==> config.mk <==
export PLATFORM = sky130hd
export DESIGN_NAME = rx_word_packer
export DESIGN_NICKNAME = d
export VERILOG_FILES = /design/src/rtl/rxp_pkg.sv /design/src/rtl/rxp_slot_ctrl.sv /design/src/rtl/rxp_lane_map.sv /design/src/rtl/rxp_accum.sv /design/src/rtl/rx_word_packer.sv
export SDC_FILE = /design/constraint.sdc
export NUM_CORES = 1
export LEC_CHECK = 0
export BUFFER_PORTS_ARGS = -buffer_cell sky130_fd_sc_hd__buf_2
export CORE_MARGIN = 3
export CORE_UTILIZATION = 50
export CTS_CLUSTER_SIZE = 20
export DETAILED_ROUTE_END_ITERATION = 10
export PLACE_DENSITY = 0.83
export RECOVER_POWER = 25
export SYNTH_ARGS = -nofsm -noshare
export SYNTH_HDL_FRONTEND = slang
export SYNTH_HIERARCHICAL = 1
export SYNTH_SLANG_ARGS = --single-unit
==> constraint.sdc <==
create_clock -name clk -period 2.22 [get_ports clk]
set_input_delay 0.333 -clock clk [delete_from_list [all_inputs] [get_ports clk]]
set_output_delay 0.333 -clock clk [all_outputs]
set_load 0.05 [all_outputs]
==> src/rtl/rxp_pkg.sv <==
// Package: shared constants for the receive word packer.
// Assumes byte-wide input and a word width that is a multiple of a byte.
package rxp_pkg;
    // Lane ordering selector values.
    typedef enum logic {
        ORDER_LITTLE = 1'b0,
        ORDER_BIG    = 1'b1
    } lane_order_e;

    localparam int unsigned BYTE_BITS = 8;
endpackage

==> src/rtl/rxp_slot_ctrl.sv <==
// Module: rxp_slot_ctrl
// Tracks the next byte position (slot) within the word being gathered and
// whether a frame is open. Slot 0 is the first byte of a word in arrival
// order. Assumes at most one byte per cycle.
module rxp_slot_ctrl #(
    parameter int unsigned LANES     = 4,
    parameter int unsigned START_OFS = 2,
    localparam int unsigned SLOT_W   = (LANES > 1) ? $clog2(LANES) : 1
) (
    input  logic              clk,
    input  logic              rst_n,
    input  logic              cfg_offset_en,
    input  logic              in_valid,
    input  logic              in_sof,
    input  logic              in_eof,
    output logic [SLOT_W-1:0] cur_slot,
    output logic              first_byte,
    output logic              word_done
);
    localparam logic [SLOT_W-1:0] LAST_SLOT  = SLOT_W'(LANES - 1);
    localparam logic [SLOT_W-1:0] OFFSET_POS = SLOT_W'(START_OFS);

    logic [SLOT_W-1:0] slot_q;
    logic              in_frame_q;
    logic [SLOT_W-1:0] start_slot;

    // Decide where the current byte goes and whether it closes a word.
    always_comb begin
        first_byte = in_sof | ~in_frame_q;
        start_slot = cfg_offset_en ? OFFSET_POS : '0;
        cur_slot   = first_byte ? start_slot : slot_q;
        word_done  = in_valid & ((cur_slot == LAST_SLOT) | in_eof);
    end

    // Advance the slot and frame-open flag on each accepted byte.
    always_ff @(posedge clk) begin
        if (!rst_n) begin
            slot_q     <= '0;
            in_frame_q <= 1'b0;
        end else if (in_valid) begin
            in_frame_q <= ~in_eof;
            slot_q     <= (cur_slot == LAST_SLOT) ? '0 : cur_slot + 1'b1;
        end
    end
endmodule

==> src/rtl/rxp_lane_map.sv <==
// Module: rxp_lane_map
// Converts a byte slot into a one-hot byte lane select. Little order puts
// slot k on lane k; big order puts slot k on lane LANES-1-k. Purely
// combinational.
module rxp_lane_map #(
    parameter int unsigned LANES   = 4,
    localparam int unsigned SLOT_W = (LANES > 1) ? $clog2(LANES) : 1
) (
    input  logic [SLOT_W-1:0] slot,
    input  logic              big_order,
    output logic [LANES-1:0]  lane_sel
);
    // One comparator pair per lane.
    for (genvar i = 0; i < LANES; i++) begin : g_lane
        localparam logic [SLOT_W-1:0] LE_SLOT = SLOT_W'(i);
        localparam logic [SLOT_W-1:0] BE_SLOT = SLOT_W'(LANES - 1 - i);
        assign lane_sel[i] = big_order ? (slot == BE_SLOT) : (slot == LE_SLOT);
    end
endmodule

==> src/rtl/rxp_accum.sv <==
// Module: rxp_accum
// Holds the partly gathered word and its lane mask, merges each new byte
// into its lane and registers the finished word for one strobe cycle.
// Assumes lane_sel is one-hot whenever in_valid is high.
module rxp_accum #(
    parameter int unsigned LANES  = 4,
    parameter int unsigned BYTE_W = 8,
    localparam int unsigned WORD_W = LANES * BYTE_W
) (
    input  logic              clk,
    input  logic              rst_n,
    input  logic              in_valid,
    input  logic [BYTE_W-1:0] in_byte,
    input  logic              in_eof,
    input  logic [LANES-1:0]  lane_sel,
    input  logic              first_byte,
    input  logic              word_done,
    output logic              out_valid,
    output logic [WORD_W-1:0] out_word,
    output logic [LANES-1:0]  out_bvalid,
    output logic              out_eof
);
    logic [WORD_W-1:0] acc_data_q;
    logic [LANES-1:0]  acc_mask_q;
    logic [WORD_W-1:0] base_data;
    logic [LANES-1:0]  base_mask;
    logic [WORD_W-1:0] merged_data;
    logic [LANES-1:0]  merged_mask;

    // A frame's first byte starts from an empty word.
    always_comb begin
        base_data   = first_byte ? '0 : acc_data_q;
        base_mask   = first_byte ? '0 : acc_mask_q;
        merged_mask = base_mask | lane_sel;
    end

    // Drop the incoming byte into its selected lane.
    for (genvar i = 0; i < LANES; i++) begin : g_merge
        assign merged_data[i*BYTE_W +: BYTE_W] =
            lane_sel[i] ? in_byte : base_data[i*BYTE_W +: BYTE_W];
    end

    // Gather bytes and present each finished word for one cycle.
    always_ff @(posedge clk) begin
        if (!rst_n) begin
            acc_data_q <= '0;
            acc_mask_q <= '0;
            out_valid  <= 1'b0;
            out_word   <= '0;
            out_bvalid <= '0;
            out_eof    <= 1'b0;
        end else begin
            out_valid <= word_done;
            out_eof   <= word_done & in_eof;
            if (word_done) begin
                out_word   <= merged_data;
                out_bvalid <= merged_mask;
                acc_data_q <= '0;
                acc_mask_q <= '0;
            end else if (in_valid) begin
                acc_data_q <= merged_data;
                acc_mask_q <= merged_mask;
            end
        end
    end
endmodule

==> src/rtl/rx_word_packer.sv <==
// Module: rx_word_packer
// Top of the receive packer: byte stream with frame markers in, words with
// per-lane valid flags and end-of-frame out, one register stage of latency.
// Assumes configuration inputs change only between frames.
module rx_word_packer #(
    parameter int unsigned DATA_W       = 32,
    parameter int unsigned BYTE_W       = rxp_pkg::BYTE_BITS,
    parameter int unsigned OFFSET_BYTES = 2,
    localparam int unsigned LANES       = DATA_W / BYTE_W,
    localparam int unsigned SLOT_W      = (LANES > 1) ? $clog2(LANES) : 1
) (
    input  logic              clk,
    input  logic              rst_n,
    input  logic              cfg_offset_en,
    input  logic              cfg_big_endian,
    input  logic              in_valid,
    input  logic [BYTE_W-1:0] in_byte,
    input  logic              in_sof,
    input  logic              in_eof,
    output logic              out_valid,
    output logic [DATA_W-1:0] out_word,
    output logic [LANES-1:0]  out_bvalid,
    output logic              out_eof
);
    import rxp_pkg::*;

    logic [SLOT_W-1:0] cur_slot;
    logic              first_byte;
    logic              word_done;
    logic [LANES-1:0]  lane_sel;
    lane_order_e       order;

    // Name the endianness select as a lane order.
    always_comb order = lane_order_e'(cfg_big_endian);

    rxp_slot_ctrl #(
        .LANES     (LANES),
        .START_OFS (OFFSET_BYTES)
    ) u_slot (
        .clk           (clk),
        .rst_n         (rst_n),
        .cfg_offset_en (cfg_offset_en),
        .in_valid      (in_valid),
        .in_sof        (in_sof),
        .in_eof        (in_eof),
        .cur_slot      (cur_slot),
        .first_byte    (first_byte),
        .word_done     (word_done)
    );

    rxp_lane_map #(
        .LANES (LANES)
    ) u_map (
        .slot      (cur_slot),
        .big_order (order == ORDER_BIG),
        .lane_sel  (lane_sel)
    );

    rxp_accum #(
        .LANES  (LANES),
        .BYTE_W (BYTE_W)
    ) u_acc (
        .clk        (clk),
        .rst_n      (rst_n),
        .in_valid   (in_valid),
        .in_byte    (in_byte),
        .in_eof     (in_eof),
        .lane_sel   (lane_sel),
        .first_byte (first_byte),
        .word_done  (word_done),
        .out_valid  (out_valid),
        .out_word   (out_word),
        .out_bvalid (out_bvalid),
        .out_eof    (out_eof)
    );
endmodule

# Yosys cells after proc, flatten, opt, wreduce, memory -nomap -nowiden
# Cells that the tools add are included.
# classes
n_addsub	1
eq_ne	3
mux	13
bitwise	8
n_reduce_logical	2
# ops
cell	count
32-bit two-way mux	1
8-bit two-way mux	4
2-bit two-way mux	3
2-bit equality test, second input constant	2
1-bit two-way mux	4
4-bit two-way mux	1
4-bit OR	1
1-bit NOT	3
2-bit by 1-bit adder with 2-bit output, second input constant	1
1-bit AND	2
2-bit by 1-bit equality test with 1-bit output, second input constant	1
2-bit logical NOT	1
1-bit OR	2
2-bit OR reduction	1
# totals
register_bits	77
in_bits	15
elab_cells	35

# Longest topological paths before layout
# logic_depth
word_depth	7
depth_mapped	9
ltp_nobuf	7

# Modules after synthesis
# Netlist, hierarchy kept.
# by_module_without_submodules
module	instances	cells_each	area_per_inst_um2
rxp_accum	1	245	2879.0
rxp_slot_ctrl	1	15	161.4
rxp_lane_map	1	10	67.6

# Worst setup path before layout
# Ideal clock, no wire load.
# synth_path
path_type	flip-flop to flip-flop
startpoint	register u_slot.in_frame_q
endpoint	register u_acc.out_word[16]
arrival_ns	1.908
slack_ns	0.190
path_stages_with_launch	9
n_path_buf	2
synth_period_minus_slack_ns	2.030
path_cell_list	dfxtp_1 > nor2b_4 > inv_2 > mux2_4 > buf_2 > mux2i_1 > and4bb_1 > buf_6 > a221o_1
# synth_via
elab_chain_len	6
# synth_lines
item	line_no	rtl
from (decl)	rxp_slot_ctrl.sv:24	logic in_frame_q;
from (signal assigned)	rxp_slot_ctrl.sv:41	in_frame_q <= ~in_eof;
1-bit NOT *	rxp_slot_ctrl.sv:29	first_byte = in_sof | ~in_frame_q;
1-bit OR *	rxp_slot_ctrl.sv:29	
via first_byte	rx_word_packer.sv:28	logic first_byte;
2-bit two-way mux *	rxp_slot_ctrl.sv:31	cur_slot = first_byte ? start_slot : slot_q;
via cur_slot[1]	rx_word_packer.sv:27	logic [SLOT_W-1:0] cur_slot;
2-bit equality test / 2-bit by 1-bit equality test with 1-bit output (equally long branches)	rxp_lane_map.sv:17	assign lane_sel[i] = big_order ? (slot == BE_SLOT) : (slot == LE_SLOT);
1-bit two-way mux *	rxp_lane_map.sv:17	
via lane_sel[2]	rx_word_packer.sv:30	logic [LANES-1:0] lane_sel;
8-bit two-way mux *	rxp_accum.sv:40	lane_sel[i] ? in_byte : base_data[i*BYTE_W +: BYTE_W];
to (signal assigned)	rxp_accum.sv:56	out_word <= merged_data;
to (decl)	rxp_accum.sv:19	output logic [WORD_W-1:0] out_word,
# The timed path passes the listed nets; every way through them passes the cells marked *.
# A chain may end at the register's enable or synchronous reset.

# Worst setup path after layout
# layout_path
startpoint	register u_slot.in_frame_q
endpoint	register u_acc.out_word[21]
# layout_via
elab_chain_len	6
# layout_lines
item	line_no
1-bit NOT *	rxp_slot_ctrl.sv:29
1-bit OR *	rxp_slot_ctrl.sv:29
2-bit two-way mux *	rxp_slot_ctrl.sv:31
via cur_slot[0]	rx_word_packer.sv:27
2-bit equality test / 2-bit by 1-bit equality test with 1-bit output (equally long branches)	rxp_lane_map.sv:17
1-bit two-way mux *	rxp_lane_map.sv:17
via lane_sel[2]	rx_word_packer.sv:30
8-bit two-way mux *	rxp_accum.sv:40
# Marked as above.

==> results.txt <==
Final Util - 0.619
clk sinks - 77
maximum vdd drop - 0.375 mV
Ys Warns - 6
final hold vios - 0
area leader, netlist - dfxtp_1
antenna violations before repair - 0
FILL cells - 533
worst path cell trace - nor2b_4 > and2_2 > buf_4 > or2_1 > mux2i_2 > and4bb_1 > a221o_1
syn nets - 286
Wirelength per Cell - 18.8 µm
Max Slew Vio Count - 0
postcts setup bufs - 0
Final Instance Count excl. Fillers - 400
stages on the worst setup path - 7
Final HPWL DP - 4870 µm
Die ar. - 7200 µm²
Placer Congestion - 0.795
worst-margin pin slew - 683 ps
worst skew pair latency - 350 ps
WP data required - 2450 ps
register area share after synthesis - 0.496
Setup Viol. Count Final - 0
first-pass GRT wire length - 11800 µm
Setup WS post-layout - 70.3 ps
total power - 0.00304 W
R2R cell count - 7
CP Buf/Inv Count - 1
Crit Path Max Fanout - 8
number of global-route vias before repair - 2395
setup_tns - 0 ps
PD cells - 825 nW/µm²
Post-Syn Area - 3110 µm²
delay-heaviest family, CP - simple AND/OR/NAND/NOR gates
Area Overhead vs Synth - 18.6%
total gr overflow - 0
root buffer cell - clkbuf_8
post-synthesis async set-or-reset flop share - 0
min cycle time layout - 2150 ps
clk slew on worst S/H paths - 80 ps
largest net degree at the start of global routing - 52
CP max stage delay - 380 ps
Worst setup SP type - flop
EDFF count, synth - 0
CP Capture Type - flop
Ant. Diodes - 0
Net count, final - 337
IO Pins - 53
DRT antenna net count - 0
Total Wirelength - 7510 µm
Max-slew headroom - 0.545
Site Rows - 28
Core Box Area - 5960 µm²
CTS Buf Count - 9
Clock Skew - 6.38 ps
port bufs - 52
count leader, synth - dfxtp_1
Tcrit/Tclk final - 0.968
post-synth top area share - 0.496
TritonRoute pass-1 iters - 4
Die Y-Extent - 84.8 µm
LEAKAGE - 1.49 nW
most instantiated cells after synthesis - dfxtp_1 (77), a221o_1 (32), a32o_1 (32), and4_1 (32), buf_2 (19)
Placed Instances - 385
number of max-cap violations - 0
crit path DAT - 2380 ps
Register Area - 1540 µm²
status - finished, final reports clean
Synth Flop Type - dfxtp_1
DP Worst Slack - -82.0 ps
RSZ-0062 raised after global routing - no
Cell variety after synth - 34
1st-iter DRT viols - 222
DRC errors left - 0
#FFs+latches synth - 77
initial core utilization - 0.522
via count of the routed design - 2540
Hold Crit Depth - 3
Max Root-Sink Buffers - 2
Worst path slowest cell - a221o_1
syn_area_per_cell - 11.5 µm²
Hold Crit Class - in2reg
Mapped Cells - 270
FMAX - 465 MHz
Vias/cell - 6.35
top cells by area, synth - dfxtp_1 (50%), a221o_1 (10%), a32o_1 (10%)
total track usage - 0.210
multi-input logic area - 1400 µm²
number of H-tree levels - 3
fraction of layout cells with a size suffix above 1 - 0.243
CTS tree - done
worst setup path class - reg2reg
die width - 84.8 µm
-- path summary, 6_finish.rpt --
kind | startpoint | to | slack [ps]
min reg2reg | u_slot/slot_q[0] | u_slot/slot_q[0] | 480
max | u_slot/in_frame_q | u_acc/out_word[21] | 70
min | in_eof | u_slot/in_frame_q | 280
max reg2reg | u_slot/in_frame_q | u_acc/out_word[21] | 70
-- sequential cells by signal, indices dropped and copies added (netlist names) --
| name | cells |
|---|---|
| u_acc/acc_data_q | 32 |
| u_acc/acc_mask_q | 4 |
| u_acc/out_bvalid | 4 |
| u_acc/out_eof | 1 |
| u_acc/out_valid | 1 |
| u_acc/out_word | 32 |
| u_slot/in_frame_q | 1 |
| u_slot/slot_q | 2 |
-- final cells by class --
type / count / share of cell area
timing repair buffer: 72 / 0.106
tap: 75 / 0.0255
multi-input combinational: 156 / 0.378
sequential: 77 / 0.418
clock inverter: 4 / 0.0258
inverter: 5 / 0.00509
clock buffer: 11 / 0.0411
-- tightest hold or removal path, stage by stage --
cell     delay [ps]
buf_2           110
nand2_1          50
o211a_1          90
-- placed cells by master (no fill, tap or decap), types with 2 or more instances in the layout --
| cell type | instances |
|---|---|
| a21bo_2 | 4 |
| a21oi_1 | 4 |
| a221o_1 | 32 |
| a31oi_1 | 5 |
| a32o_1 | 32 |
| and4_1 | 32 |
| and4b_1 | 4 |
| and4bb_2 | 3 |
| buf_2 | 26 |
| buf_4 | 19 |
| bufinv_16 | 3 |
| clkbuf_1 | 26 |
| clkbuf_8 | 11 |
| dfxtp_1 | 77 |
| inv_1 | 4 |
| mux2i_1 | 2 |
| mux2i_2 | 2 |
| nand2_1 | 6 |
| nand2b_1 | 7 |
| nor2b_4 | 2 |
| o21ai_0 | 5 |
| o21ai_1 | 2 |
| o21ai_2 | 3 |
-- timing repair --
| action | CTS | global route |
|---|---|---|
| endpoints found under the setup margin | 5 | 35 |
| hold buffers | 0 | 0 |
| hold endpoints to repair | 0 | 0 |
| gates resized for setup | 1 | 4 |
-- stage by stage --
stage                     hold slack [ps]  instance area, µm²
after global routing                  274                3690
after detailed placement              464                3450
after floorplan                       431                3110
after global placement                449                3450
final                                 279                3690
after CTS                             254                3700
-- cell families after synthesis --
logic type | Yosys count | synth area share
flops | 77 | 0.496
mux | 5 | 0.0177
buf+inv | 37 | 0.0636
simple gates | 61 | 0.159
fa+ha+maj | 1 | 0.00403
compound gates | 89 | 0.260
-- report_power, final --
part	internal [W]	total [W]	switching, W	leakage [nW]
combinational	0.000102	0.000320	0.000218	0.739
sequential	0.00142	0.00144	0.0000198	0.624
clock	0.000800	0.00128	0.000484	0.125
total	0.00232	0.00304	0.000722	1.49
-- routing by layer --
metal  share of wire  wire length (µm)  GRT usage
met5               0                 0          0
met1            0.44              3320      0.273
met2            0.47              3490      0.327
met4           0.021               155     0.0935
met3           0.071               536     0.0602
No activity file was read; power rests on OpenSTA's default activity.
